## config.mk

```make
export PLATFORM = sky130hd
export DESIGN_NAME = snp_ctl
export DESIGN_NICKNAME = d
export VERILOG_FILES = /design/src/rtl/snp_pkg.sv /design/src/rtl/snp_term_class.sv /design/src/rtl/snp_policy.sv /design/src/rtl/snp_beat_cnt.sv /design/src/rtl/snp_ctl.sv
export SDC_FILE = /design/constraint.sdc
export NUM_CORES = 1
export LEC_CHECK = 0
export BUFFER_PORTS_ARGS = -buffer_cell sky130_fd_sc_hd__buf_4
export CAP_MARGIN = 10
export CELL_PAD_IN_SITES_DETAIL_PLACEMENT = 2
export CELL_PAD_IN_SITES_GLOBAL_PLACEMENT = 2
export CORE_MARGIN = 2
export CORE_UTILIZATION = 27
export DETAILED_ROUTE_END_ITERATION = 12
export HOLD_SLACK_MARGIN = 0.03
export PLACE_DENSITY_LB_ADDON = 0.1
export SKIP_CTS_REPAIR_TIMING = 1
export SLEW_MARGIN = 15
export SYNTH_ARGS = -nofsm -noshare
export SYNTH_HDL_FRONTEND = slang
export SYNTH_SLANG_ARGS = --single-unit
```

## constraint.sdc

```tcl
create_clock -name clk -period 2.6 [get_ports clk]
set_input_delay 0.52 -clock clk [delete_from_list [all_inputs] [get_ports clk]]
set_output_delay 0.52 -clock clk [all_outputs]
set_load 0.05 [all_outputs]
```

## src/rtl/snp_pkg.sv

```systemverilog
`timescale 1ns/1ps
package snp_pkg;

    typedef enum logic [2:0] {
        S_RESET,
        S_IDLE,
        S_EVAL,
        S_LOOKUP,
        S_INVAL,
        S_SLAVE,
        S_FOLLOW
    } snp_state_t;

    typedef enum logic [2:0] {
        TRM_NONE,
        TRM_NORMAL,
        TRM_ERROR,
        TRM_RETRY,
        TRM_BINH
    } snp_term_t;

    typedef struct packed {
        logic [1:0] ofs;
        logic [1:0] size;
        logic [2:0] tm;
        logic       rw;
        logic [1:0] tt;
        logic [1:0] sc;
    } snp_attr_t;

    localparam logic [1:0] SZ_LINE  = 2'b11;
    localparam logic [1:0] SC_OFF   = 2'b00;
    localparam logic [1:0] SC_SINK  = 2'b01;
    localparam logic [1:0] SC_INVAL = 2'b10;

endpackage

```

## src/rtl/snp_term_class.sv

```systemverilog
`timescale 1ns/1ps
module snp_term_class
    import snp_pkg::*;
(
    input  logic      ta_i,
    input  logic      tea_i,
    input  logic      tbi_i,
    input  logic      is_line_i,
    output snp_term_t term_o
);

    always_comb begin
        if (ta_i && tea_i) begin
            term_o = TRM_RETRY;
        end else if (tea_i) begin
            term_o = TRM_ERROR;
        end else if (ta_i && tbi_i && is_line_i) begin
            term_o = TRM_BINH;
        end else if (ta_i) begin
            term_o = TRM_NORMAL;
        end else begin
            term_o = TRM_NONE;
        end
    end

endmodule

```

## src/rtl/snp_policy.sv

```systemverilog
`timescale 1ns/1ps
module snp_policy
    import snp_pkg::*;
#(
    parameter int LINE_BEATS = 4,
    parameter int CW         = 3
) (
    input  logic [1:0]    size_i,
    input  logic          rw_i,
    input  logic [1:0]    tt_i,
    input  logic [1:0]    sc_i,
    input  logic          hit_i,
    input  logic          dirty_i,
    output logic          snoop_en_o,
    output logic          is_line_o,
    output logic [CW-1:0] beats_o,
    output logic          want_slave_o,
    output logic          want_inval_o
);

    logic tt_ok, sc_ok, dirty_hit;

    assign tt_ok      = (tt_i[1] == 1'b0);
    assign sc_ok      = (sc_i == SC_SINK) || (sc_i == SC_INVAL);
    assign snoop_en_o = tt_ok && sc_ok;
    assign is_line_o  = (size_i == SZ_LINE);
    assign beats_o    = is_line_o ? CW'(LINE_BEATS) : CW'(1);
    assign dirty_hit  = hit_i && dirty_i;

    always_comb begin
        want_slave_o = 1'b0;
        want_inval_o = 1'b0;
        if (snoop_en_o) begin
            if (rw_i) begin
                want_slave_o = dirty_hit;
            end else if (sc_i == SC_SINK) begin
                want_slave_o = dirty_hit;
            end else begin
                want_inval_o = hit_i;
            end
        end
    end

endmodule

```

## src/rtl/snp_beat_cnt.sv

```systemverilog
`timescale 1ns/1ps
module snp_beat_cnt #(
    parameter int CW = 3
) (
    input  logic          clk,
    input  logic          rst_n,
    input  logic          clr_i,
    input  logic          inc_i,
    input  logic [CW-1:0] target_i,
    output logic          at_last_o
);

    logic [CW-1:0] cnt;

    always_ff @(posedge clk or negedge rst_n) begin
        if (!rst_n) begin
            cnt <= '0;
        end else if (clr_i) begin
            cnt <= '0;
        end else if (inc_i) begin
            cnt <= cnt + CW'(1);
        end
    end

    assign at_last_o = (cnt == (target_i - CW'(1)));

endmodule

```

## src/rtl/snp_ctl.sv

```systemverilog
`timescale 1ns/1ps
module snp_ctl
    import snp_pkg::*;
#(
    parameter int LINE_BEATS = 4
) (
    input  logic       clk,
    input  logic       rst_n,
    input  logic       abm_ts_i,
    input  logic [1:0] abm_ofs_i,
    input  logic [1:0] abm_size_i,
    input  logic [1:0] abm_tt_i,
    input  logic [2:0] abm_tm_i,
    input  logic       abm_rw_i,
    input  logic [1:0] abm_sc_i,
    input  logic       bus_ta_i,
    input  logic       bus_tea_i,
    input  logic       bus_tbi_i,
    output logic       mem_inh_o,
    output logic       slv_ta_o,
    output logic       lk_req_o,
    output logic       lk_inval_o,
    output logic [1:0] lk_ofs_o,
    output logic [1:0] lk_size_o,
    output logic [2:0] lk_tm_o,
    output logic       lk_rw_o,
    input  logic       lk_ack_i,
    input  logic       lk_hit_i,
    input  logic       lk_dirty_i
);

    localparam int CW = $clog2(LINE_BEATS + 1);

    snp_state_t    st, nx;
    snp_attr_t     attr;
    snp_term_t     term;
    logic [1:0]    tt_eff, sc_eff;
    logic          snoop_en, is_line, want_slave, want_inval;
    logic [CW-1:0] beats;
    logic          cnt_clr, cnt_inc, at_last;

    // Cycle attributes: the strobe edge fixes offset, size, modifier and direction.
    // Type and snoop code are judged live in S_EVAL and kept from that edge on.
    always_ff @(posedge clk or negedge rst_n) begin
        if (!rst_n) begin
            attr <= '0;
        end else begin
            if (st == S_IDLE && abm_ts_i) begin
                attr.ofs  <= abm_ofs_i;
                attr.size <= abm_size_i;
                attr.tm   <= abm_tm_i;
                attr.rw   <= abm_rw_i;
            end
            if (st == S_EVAL) begin
                attr.tt <= abm_tt_i;
                attr.sc <= abm_sc_i;
            end
        end
    end

    assign tt_eff = (st == S_EVAL) ? abm_tt_i : attr.tt;
    assign sc_eff = (st == S_EVAL) ? abm_sc_i : attr.sc;

    snp_policy #(
        .LINE_BEATS (LINE_BEATS),
        .CW         (CW)
    ) u_policy (
        .size_i       (attr.size),
        .rw_i         (attr.rw),
        .tt_i         (tt_eff),
        .sc_i         (sc_eff),
        .hit_i        (lk_hit_i),
        .dirty_i      (lk_dirty_i),
        .snoop_en_o   (snoop_en),
        .is_line_o    (is_line),
        .beats_o      (beats),
        .want_slave_o (want_slave),
        .want_inval_o (want_inval)
    );

    snp_term_class u_term (
        .ta_i      (bus_ta_i),
        .tea_i     (bus_tea_i),
        .tbi_i     (bus_tbi_i),
        .is_line_i (is_line),
        .term_o    (term)
    );

    assign cnt_clr = (st == S_IDLE);
    assign cnt_inc = (st == S_SLAVE) || (st == S_FOLLOW && term == TRM_NORMAL);

    snp_beat_cnt #(
        .CW (CW)
    ) u_cnt (
        .clk       (clk),
        .rst_n     (rst_n),
        .clr_i     (cnt_clr),
        .inc_i     (cnt_inc),
        .target_i  (beats),
        .at_last_o (at_last)
    );

    // State register
    always_ff @(posedge clk or negedge rst_n) begin
        if (!rst_n) begin
            st <= S_RESET;
        end else begin
            st <= nx;
        end
    end

    // Transitions
    always_comb begin
        nx = st;
        unique case (st)
            S_RESET: nx = S_IDLE;
            S_IDLE: begin
                if (abm_ts_i) nx = S_EVAL;
            end
            S_EVAL: nx = snoop_en ? S_LOOKUP : S_FOLLOW;
            S_LOOKUP: begin
                if (lk_ack_i) begin
                    if (want_slave)      nx = S_SLAVE;
                    else if (want_inval) nx = S_INVAL;
                    else                 nx = S_FOLLOW;
                end
            end
            S_INVAL: begin
                if (lk_ack_i) nx = S_FOLLOW;
            end
            S_SLAVE: begin
                if (at_last) nx = S_IDLE;
            end
            S_FOLLOW: begin
                unique case (term)
                    TRM_RETRY, TRM_ERROR, TRM_BINH: nx = S_IDLE;
                    TRM_NORMAL: begin
                        if (at_last) nx = S_IDLE;
                    end
                    default: nx = S_FOLLOW;
                endcase
            end
            default: nx = S_RESET;
        endcase
    end

    // Outputs
    always_comb begin
        mem_inh_o  = 1'b0;
        slv_ta_o   = 1'b0;
        lk_req_o   = 1'b0;
        lk_inval_o = 1'b0;
        unique case (st)
            S_RESET:  mem_inh_o = 1'b1;
            S_EVAL:   mem_inh_o = 1'b1;
            S_LOOKUP: begin
                mem_inh_o = 1'b1;
                lk_req_o  = 1'b1;
            end
            S_INVAL: begin
                mem_inh_o  = 1'b1;
                lk_req_o   = 1'b1;
                lk_inval_o = 1'b1;
            end
            S_SLAVE: begin
                mem_inh_o = 1'b1;
                slv_ta_o  = 1'b1;
            end
            default: mem_inh_o = 1'b0;
        endcase
    end

    assign lk_ofs_o  = attr.ofs;
    assign lk_size_o = attr.size;
    assign lk_tm_o   = attr.tm;
    assign lk_rw_o   = attr.rw;

endmodule

```

==> results.json, run 1 <==
{
  "outcome": "finished clean",
  "synth.mux.area_fraction_pct": 12.6,
  "fp.coreArea_mm2": 0.00372,
  "p_per_area_mw_per_mm2": 1420,
  "cp_slowest_stage_delay_ps": 400,
  "synth_warnings": 0,
  "maxSlewViolCount": 0,
  "hp-class": "primary input to asynchronous set/reset pin",
  "synth_cell_types": 38,
  "worstPathRequired_ps": 2730,
  "routed.top_layer": "met4",
  "die_h_um": 66.4,
  "place_inst": 178,
  "dp_hpwl_um": 2030,
  "gp_congestion": 0.781,
  "grt_max_degree": 18,
  "grt-ovfl-total": 0,
  "synthCells": 107,
  "synth_top_family_by_area": "simple AND/OR/NAND/NOR gates",
  "slew_headroom_pct": 73.5,
  "final_util_pct": 36.2,
  "clock_latency_ps": 250,
  "synth-simple-area-share_pct": 20.1,
  "post_drt_via_cell_ratio": 4.97,
  "yosysSeqAreaShare_pct": 40.4,
  "timing.setup.tns_ps": 0,
  "insertedDiodeCount": 0,
  "dieArea_mm2": 0.00441,
  "grt_util_all_layers_pct": 12.4,
  "cts_made_buffers": 3,
  "syn-num-nets": 130,
  "synth_compound_area_share_pct": 14.5,
  "crit_fanout": 3,
  "ff2ff_setup_slack_ps": 320,
  "critical_path_buf_inv_count": 0,
  "path_class": "flop to flop",
  "p_switching_uw": 945,
  "rsz0062_at_grt": "false",
  "wl_met1_um": 1150,
  "via_count": 904,
  "synthAdderAreaFrac_pct": 2.38,
  "syn_to_final_growth_pct": 27.8,
  "synth_seq_cells": 17,
  "path_delay_family": "simple AND/OR/NAND/NOR gates",
  "cts.htree.levels": 1,
  "route.met2.wl_um": 1300,
  "cts.clk_slew.worst_paths_ps": 70,
  "initial_core_util_pct": 28.3,
  "num_io_pins": 33,
  "min_period_ps": 2280,
  "switching_share_pct": 49.4,
  "grt_pass1_vias": 884,
  "portBuffers": 31,
  "grt_pass1_wl_um": 4120,
  "p_seq_share_pct": 26.6,
  "clock-sinks": 17,
  "worstPathArrival_ps": 2410,
  "ant_nets": 0,
  "die_w_um": 66.4,
  "final_layout_size_suffix_gt1_share_pct": 32.1,
  "pwr-share-comb_pct": 63.3,
  "end_kind": "flop",
  "yosysTopAreaCell": "dfrtp_1",
  "met3WireLength_um": 97,
  "drt_iter0_drc": 17,
  "syn_avg_cell_area_um2": 9.83,
  "leakagePower_nw": 0.619,
  "p_int_uw": 969,
  "drv_cap": 0,
  "firstDrtPassIters": 2,
  "clock.fmax_mhz": 439,
  "drt-total-wl_um": 2580,
  "hold_viol_final": 0,
  "synth.area.top_cells": "dfrtp_1 40%, mux2_1 8.6%, buf_4 6.4%, nor2_1 3.2%, a21oi_1 2.9%",
  "finalSetupViolations": 0,
  "path_cells": "nor3_2 -> mux2_2 -> ha_1 -> nor4bb_1 -> o211ai_1 -> a31oi_1 -> a22oi_1",
  "skew_ps": 2.20,
  "wire_per_inst_um": 14.1,
  "synth_top_area_share_pct": 40.4,
  "layout_commonest_cell": "buf_4",
  "cp_slowest_cell": "dfrtp_1",
  "worst_pin_slew_ps": 397,
  "hold_ws_ps": 127,
  "antenna_found_initial": 0,
  "clockPowerShare_pct": 10.1,
  "ir_worst_vdd_mv": 0.443,
  "rows": 22,
  "ctsRootBufferMaster": "clkbuf_8",
  "layout_common_cells": "35 x buf_4, 17 x dfrtp_1, 9 x nor2_1",
  "period_share_pct": 87.6,
  "synthesis.area_mm2": 0.00105,
  "cts_tree": "yes",
  "startpoint_type": "flop",
  "drc": 0,
  "final_cell_count_no_fill": 182,
  "ctsLongestPathBuffers": 2,
  "synth-xor-area-share_pct": 0.832,
  "p_total_mw": 1.91,
  "nNetsFinal": 158
}
-- synth_stat cells (all sizes together) --
master / instances
a211o: 1
a21o: 1
a21oi: 6
a221oi: 1
a22o: 1
a22oi: 1
a31oi: 2
a32oi: 1
and2: 4
and3: 1
and3b: 1
and4: 1
and4bb: 1
buf: 11
clkbuf: 1
dfrtp: 17
ha: 2
inv: 4
mux2: 10
mux2i: 2
nand2: 4
nand2b: 1
nand3: 1
nand3b: 2
nand4: 1
nor2: 9
nor2b: 1
nor3: 4
nor3b: 1
nor4bb: 1
o211ai: 1
o21ai: 4
o21bai: 1
o221ai: 2
or3: 4
xnor2: 1
-- state kept, by name (all words and copies together) (netlist names) --
| register | cells |
|---|---|
| lk_tm_o | 3 |
| u_cnt.cnt | 3 |
| lk_ofs_o | 2 |
| st | 3 |
| attr | 3 |
| lk_rw_o | 1 |
| lk_size_o | 2 |
-- power by group through the flow --
stage	logic, mW	clock network [mW]	registers (mW)
finish	1.21	0.193	0.509
global route	1.31	0.210	0.535
CTS	1.23	0.200	0.511
detailed placement	1.23	0	0.514
global placement	1.20	0	0.499
floorplan	0.941	0	0.516
-- path summary, 6_finish.rpt --
path                         startpoint           end  cells past startpoint
min                               rst_n  u_cnt.cnt[1]                      1
min reg2reg                  lk_tm_o[0]    lk_tm_o[0]                      1
max in group asynchronous         rst_n   lk_ofs_o[1]                      1
min in group clk           abm_ofs_i[1]   lk_ofs_o[1]                      2
max                               st[2]         st[1]                      7
max reg2reg                       st[2]         st[1]                      7
-- through the flow --
step	worst slack, ps	instance area (µm²)
after floorplan	184	1050
after global placement	297	1290
after detailed placement	248	1290
after CTS	219	1340
after global routing	84.7	1350
final	322	1350
-- kinds of logic after synthesis --
kind of cell / after synthesis
simple gates: 37
xor+xnor: 1
mux: 12
compound gates: 22
flops: 17
buf+inv: 16
fa+ha+maj: 2
-- routing by layer --
layer | vias to the layer above | track usage, %
li1 | 432 | -
met1 | 449 | 16.0
met5 | - | 0
met3 | 4 | 2.04
met2 | 19 | 21.0
met4 | 0 | 3.83
-- area by class of cell --
class                      instances  area (µm²)
clock buffer                       3        41.3
clock inverter                     1        5.00
fill                             417        2370
inverter                           4        15.0
multi-input combinational         74         536
sequential                        17         425
tap                               48        60.1
timing repair buffer              35         263
Note: power is estimated with default switching activity, not from simulation.
==> run 2, diff against run 1 <==
- CORE_UTILIZATION: 27 -> 28
- CTS_BUF_LIST: not set -> sky130_fd_sc_hd__clkbuf_8
==> run 2 against run 1 <==
Net effect:
- wire length rose by 0.54%
- worst setup slack got worse by 43 ps
- maximum frequency decreased by 1.9%
- cell area increased by 0.37%
- total power increased by 0.91%
- utilization increased by 0.96 points
- die area fell by 3.4%
- via count increased by 1.3%
- sequential power is 1% lower
- critical endpoint unchanged
==> results.json, run 2 (synthesis gave the netlist of run 1 again) <==
{
  "outcome": "finished clean",
  "clock.fmax_mhz": 431,
  "routed.top_layer": "met4",
  "num_io_pins": 33,
  "ir_worst_vdd_mv": 0.371,
  "hp-class": "primary input to asynchronous set/reset pin",
  "maxSlewViolCount": 0,
  "portBuffers": 31,
  "final_layout_size_suffix_gt1_share_pct": 31.9,
  "clock-sinks": 17,
  "die_w_um": 65.3,
  "rows": 22,
  "post_drt_via_cell_ratio": 5.01,
  "grt_pass1_wl_um": 4570,
  "via_count": 916,
  "p_total_mw": 1.93,
  "fp.coreArea_mm2": 0.00363,
  "p_per_area_mw_per_mm2": 1430,
  "firstDrtPassIters": 2,
  "clock_latency_ps": 250,
  "gp_congestion": 0.673,
  "hold_viol_final": 0,
  "layout_commonest_cell": "buf_4",
  "hold_ws_ps": 119,
  "finalSetupViolations": 0,
  "wl_met1_um": 1160,
  "leakagePower_nw": 0.620,
  "layout_common_cells": "36 x buf_4, 17 x dfrtp_1, 9 x nor2_1",
  "dp_hpwl_um": 1990,
  "ctsRootBufferMaster": "clkbuf_8",
  "grt_util_all_layers_pct": 13.9,
  "dpl_cell_area_mm2": 0.00130,
  "worstPathRequired_ps": 2730,
  "wire_per_inst_um": 14.1,
  "final_cell_area_mm2": 0.00135,
  "die_h_um": 65.3,
  "met3WireLength_um": 116,
  "dieArea_mm2": 0.00426,
  "drt-total-wl_um": 2590,
  "nNetsFinal": 159,
  "route.met2.wl_um": 1280,
  "cts.htree.levels": 1,
  "drv_cap": 0,
  "cts_tree": "yes",
  "grt_pass1_vias": 975,
  "cts_made_buffers": 3,
  "ctsLongestPathBuffers": 2,
  "grt_max_degree": 18,
  "worst_pin_slew_ps": 396,
  "insertedDiodeCount": 0,
  "crit_fanout": 5,
  "startpoint_type": "flop",
  "drc": 0,
  "worstPathArrival_ps": 2460,
  "slew_headroom_pct": 73.6,
  "end_kind": "flop",
  "path_class": "flop to flop",
  "grt-ovfl-total": 0,
  "timing.setup.tns_ps": 0,
  "antenna_found_initial": 0,
  "syn_to_final_growth_pct": 28.3,
  "place_inst": 179,
  "ant_nets": 0,
  "initial_core_util_pct": 29.0,
  "cts.clk_slew.worst_paths_ps": 70,
  "rsz0062_at_grt": "false",
  "skew_ps": 2.57,
  "period_share_pct": 89.3,
  "min_period_ps": 2320,
  "final_cell_count_no_fill": 183,
  "drt_iter0_drc": 37
}
-- run 2: changes by cell type in the layout (fill, tap and decap cells not counted), sizes merged --
cell and delta:
buf +1, clkinv -1, clkinvlp +1
-- run 2: worst paths after layout --
| check | start | to | slack, ps | cells after the start |
|---|---|---|---|---|
| max in group asynchronous | rst_n | u_cnt.cnt[1] | 2280 | 1 |
| hold reg to reg | lk_ofs_o[1] | lk_ofs_o[1] | 490 | 1 |
| hold / removal | rst_n | attr[1] | 120 | 1 |
| min in group clk | abm_ofs_i[1] | lk_ofs_o[1] | 480 | 2 |
| setup / recovery | st[1] | st[1] | 280 | 8 |
| setup reg to reg | st[1] | st[1] | 280 | 8 |
-- run 2: power by group --
| part | internal, mW | total, mW | leakage (nW) | switching, mW |
|---|---|---|---|---|
| logic | 0.468 | 1.22 | 0.393 | 0.755 |
| registers | 0.400 | 0.504 | 0.205 | 0.103 |
| clock network | 0.108 | 0.204 | 0.0217 | 0.0962 |
| total | 0.976 | 1.93 | 0.620 | 0.955 |
-- run 2: per-layer routing --
layer	track usage, %	vias to the layer above
met3	2.40	2
met2	24.0	20
li1	-	435
met4	4.69	0
met1	17.5	459
met5	0	-
-- run 2: critical path: stages, from the launching register on --
cell      delay (ps)
dfrtp_1          340
inv_1            100
nor3_1           270
mux2_2           390
ha_1             320
nor4bb_1         330
o211ai_1         160
a31oi_1          190
a22oi_1          100
-- run 2: stage by stage --
step | utilization [%] | setup WS [ps]
after floorplan | - | 184
after global placement | 35.8 | 290
after detailed placement | 35.8 | 277
after CTS | 37.2 | 250
after global routing | 37.2 | 85.3
final | 37.2 | 279
-- run 2: area by class of cell --
| type | instances | area [µm²] |
|---|---|---|
| Multi-Input combinational cell | 74 | 531 |
| Sequential cell | 17 | 425 |
| Inverter | 4 | 15.0 |
| Fill cell | 425 | 2280 |
| Clock buffer | 3 | 41.3 |
| Timing Repair Buffer | 36 | 270 |
| Tap cell | 48 | 60.1 |
| Clock inverter | 1 | 7.51 |
==> run 3, diff against run 2 <==
==> constraint.sdc (replaced) <==
create_clock -name clk -period 2.6 [get_ports clk]
set_input_delay 0.52 -clock clk [delete_from_list [all_inputs] [get_ports clk]]
set_output_delay 0.52 -clock clk [all_outputs]
set_load 0.1 [all_outputs]
==> run 3 against run 2 <==
Net effect:
- register-to-register slack gained 20 ps
- global-route usage fell by 0.19 points
- worst setup slack improved by 19 ps
- cell count shrank 0.55%
- first-iteration DRC count decreased by 59%
- cell area increased by 0.37%
- critical endpoint unchanged
==> results.json, run 3 (synthesis gave the netlist of run 1 again) <==
{
  "outcome": "finished clean",
  "period_share_pct": 88.5,
  "dpl_cell_area_mm2": 0.00130,
  "path_delay_family": "simple AND/OR/NAND/NOR gates",
  "timing.setup.tns_ps": 0,
  "grt_pass1_vias": 986,
  "via_count": 919,
  "drt-total-wl_um": 2620,
  "portBuffers": 31,
  "syn_to_final_growth_pct": 28.8,
  "final_cell_count_no_fill": 182,
  "ctsLongestPathBuffers": 2,
  "grt-ovfl-total": 0,
  "worst_pin_slew_ps": 395,
  "antenna_found_initial": 0,
  "cp_slowest_stage_delay_ps": 400,
  "fp.coreArea_mm2": 0.00363,
  "critical_path_buf_inv_count": 0,
  "nNetsFinal": 158,
  "gp_congestion": 0.675,
  "hold_ws_ps": 114,
  "final_layout_size_suffix_gt1_share_pct": 33.6,
  "final_cell_area_mm2": 0.00136,
  "grt_util_all_layers_pct": 13.7,
  "grt_pass1_wl_um": 4440,
  "startpoint_type": "flop",
  "finalSetupViolations": 0,
  "layout_common_cells": "35 x buf_4, 17 x dfrtp_1, 9 x nor2_1",
  "drt_iter0_drc": 15,
  "dieArea_mm2": 0.00426,
  "ff2ff_setup_slack_ps": 300,
  "cp_slowest_cell": "dfrtp_1",
  "r2r_end": "st[1]",
  "path_class": "flop to flop",
  "cts.clk_slew.worst_paths_ps": 70,
  "hold_viol_final": 0,
  "cts.htree.levels": 1,
  "ff2ff_path_depth": 7,
  "path_cells": "nor3_2 -> mux2_2 -> ha_1 -> nor4bb_1 -> o211ai_1 -> a31oi_1 -> a22oi_1",
  "rows": 22,
  "crit_fanout": 3,
  "hp-class": "primary input to asynchronous set/reset pin",
  "clock_latency_ps": 260,
  "skew_ps": 1.27,
  "place_inst": 178,
  "rsz0062_at_grt": "false",
  "maxSlewViolCount": 0,
  "layout_commonest_cell": "buf_4",
  "post_drt_via_cell_ratio": 5.05,
  "initial_core_util_pct": 29.0,
  "insertedDiodeCount": 0,
  "cts_made_buffers": 3,
  "cts_tree": "yes",
  "ctsRootBufferMaster": "clkbuf_8",
  "clock-sinks": 17,
  "die_w_um": 65.3,
  "worstPathRequired_ps": 2740,
  "wire_per_inst_um": 14.4,
  "grt_max_degree": 18,
  "clock.fmax_mhz": 434,
  "r2r_start": "st[2]",
  "die_h_um": 65.3,
  "ant_nets": 0,
  "dp_hpwl_um": 2030,
  "drc": 0,
  "num_io_pins": 33,
  "firstDrtPassIters": 4,
  "min_period_ps": 2300,
  "end_kind": "flop",
  "drv_cap": 0,
  "worstPathArrival_ps": 2440,
  "slew_headroom_pct": 73.7
}
run 3: cell types whose count changed in the layout (fill, tap and decap cells not counted):
cell      previous run  this run
a21oi_1              6         5
a21oi_2              0         1
buf_4               36        35
nor3_1               4         3
nor3_2               0         1
o21bai_1             1         0
o21bai_2             0         1
run 3: final cells by class:
class,instances,area [µm²]
tap,48,60.1
timing repair buffer,35,263
fill,413,2280
clock inverter,1,7.51
multi-input combinational,74,543
sequential,17,425
inverter,4,15.0
clock buffer,3,41.3
run 3: worst max-delay path by stage:
stage / from / end / slack (ps) / cells past startpoint
floorplan: st[2] / lk_req_o / -60 / 4
global placement: st[1] / st[1] / 290 / 8
detailed placement: st[1] / st[1] / 230 / 8
CTS: st[1] / st[1] / 170 / 8
global route: st[2] / st[1] / 90 / 8
finish: st[2] / st[1] / 300 / 7
run 3: stage by stage:
step           setup WS, ps  util, %
6_report                298     37.3
5_1_grt                93.0     37.3
4_1_cts                 168     37.2
3_5_place_dp            226     35.8
3_3_place_gp            293     35.8
2_1_floorplan         -61.4        -
run 3: per-layer routing:
| metal | global-route usage (%) | share of wire (%) |
|---|---|---|
| met5 | 0 | 0 |
| met4 | 5.47 | 1.5 |
| met3 | 2.23 | 5.0 |
| met2 | 24.7 | 51 |
| met1 | 16.1 | 42 |
Power of run 3 is left out: the tool's default activity adds up to more than one toggle a clock period on the data nets, which glitch-free logic cannot reach.
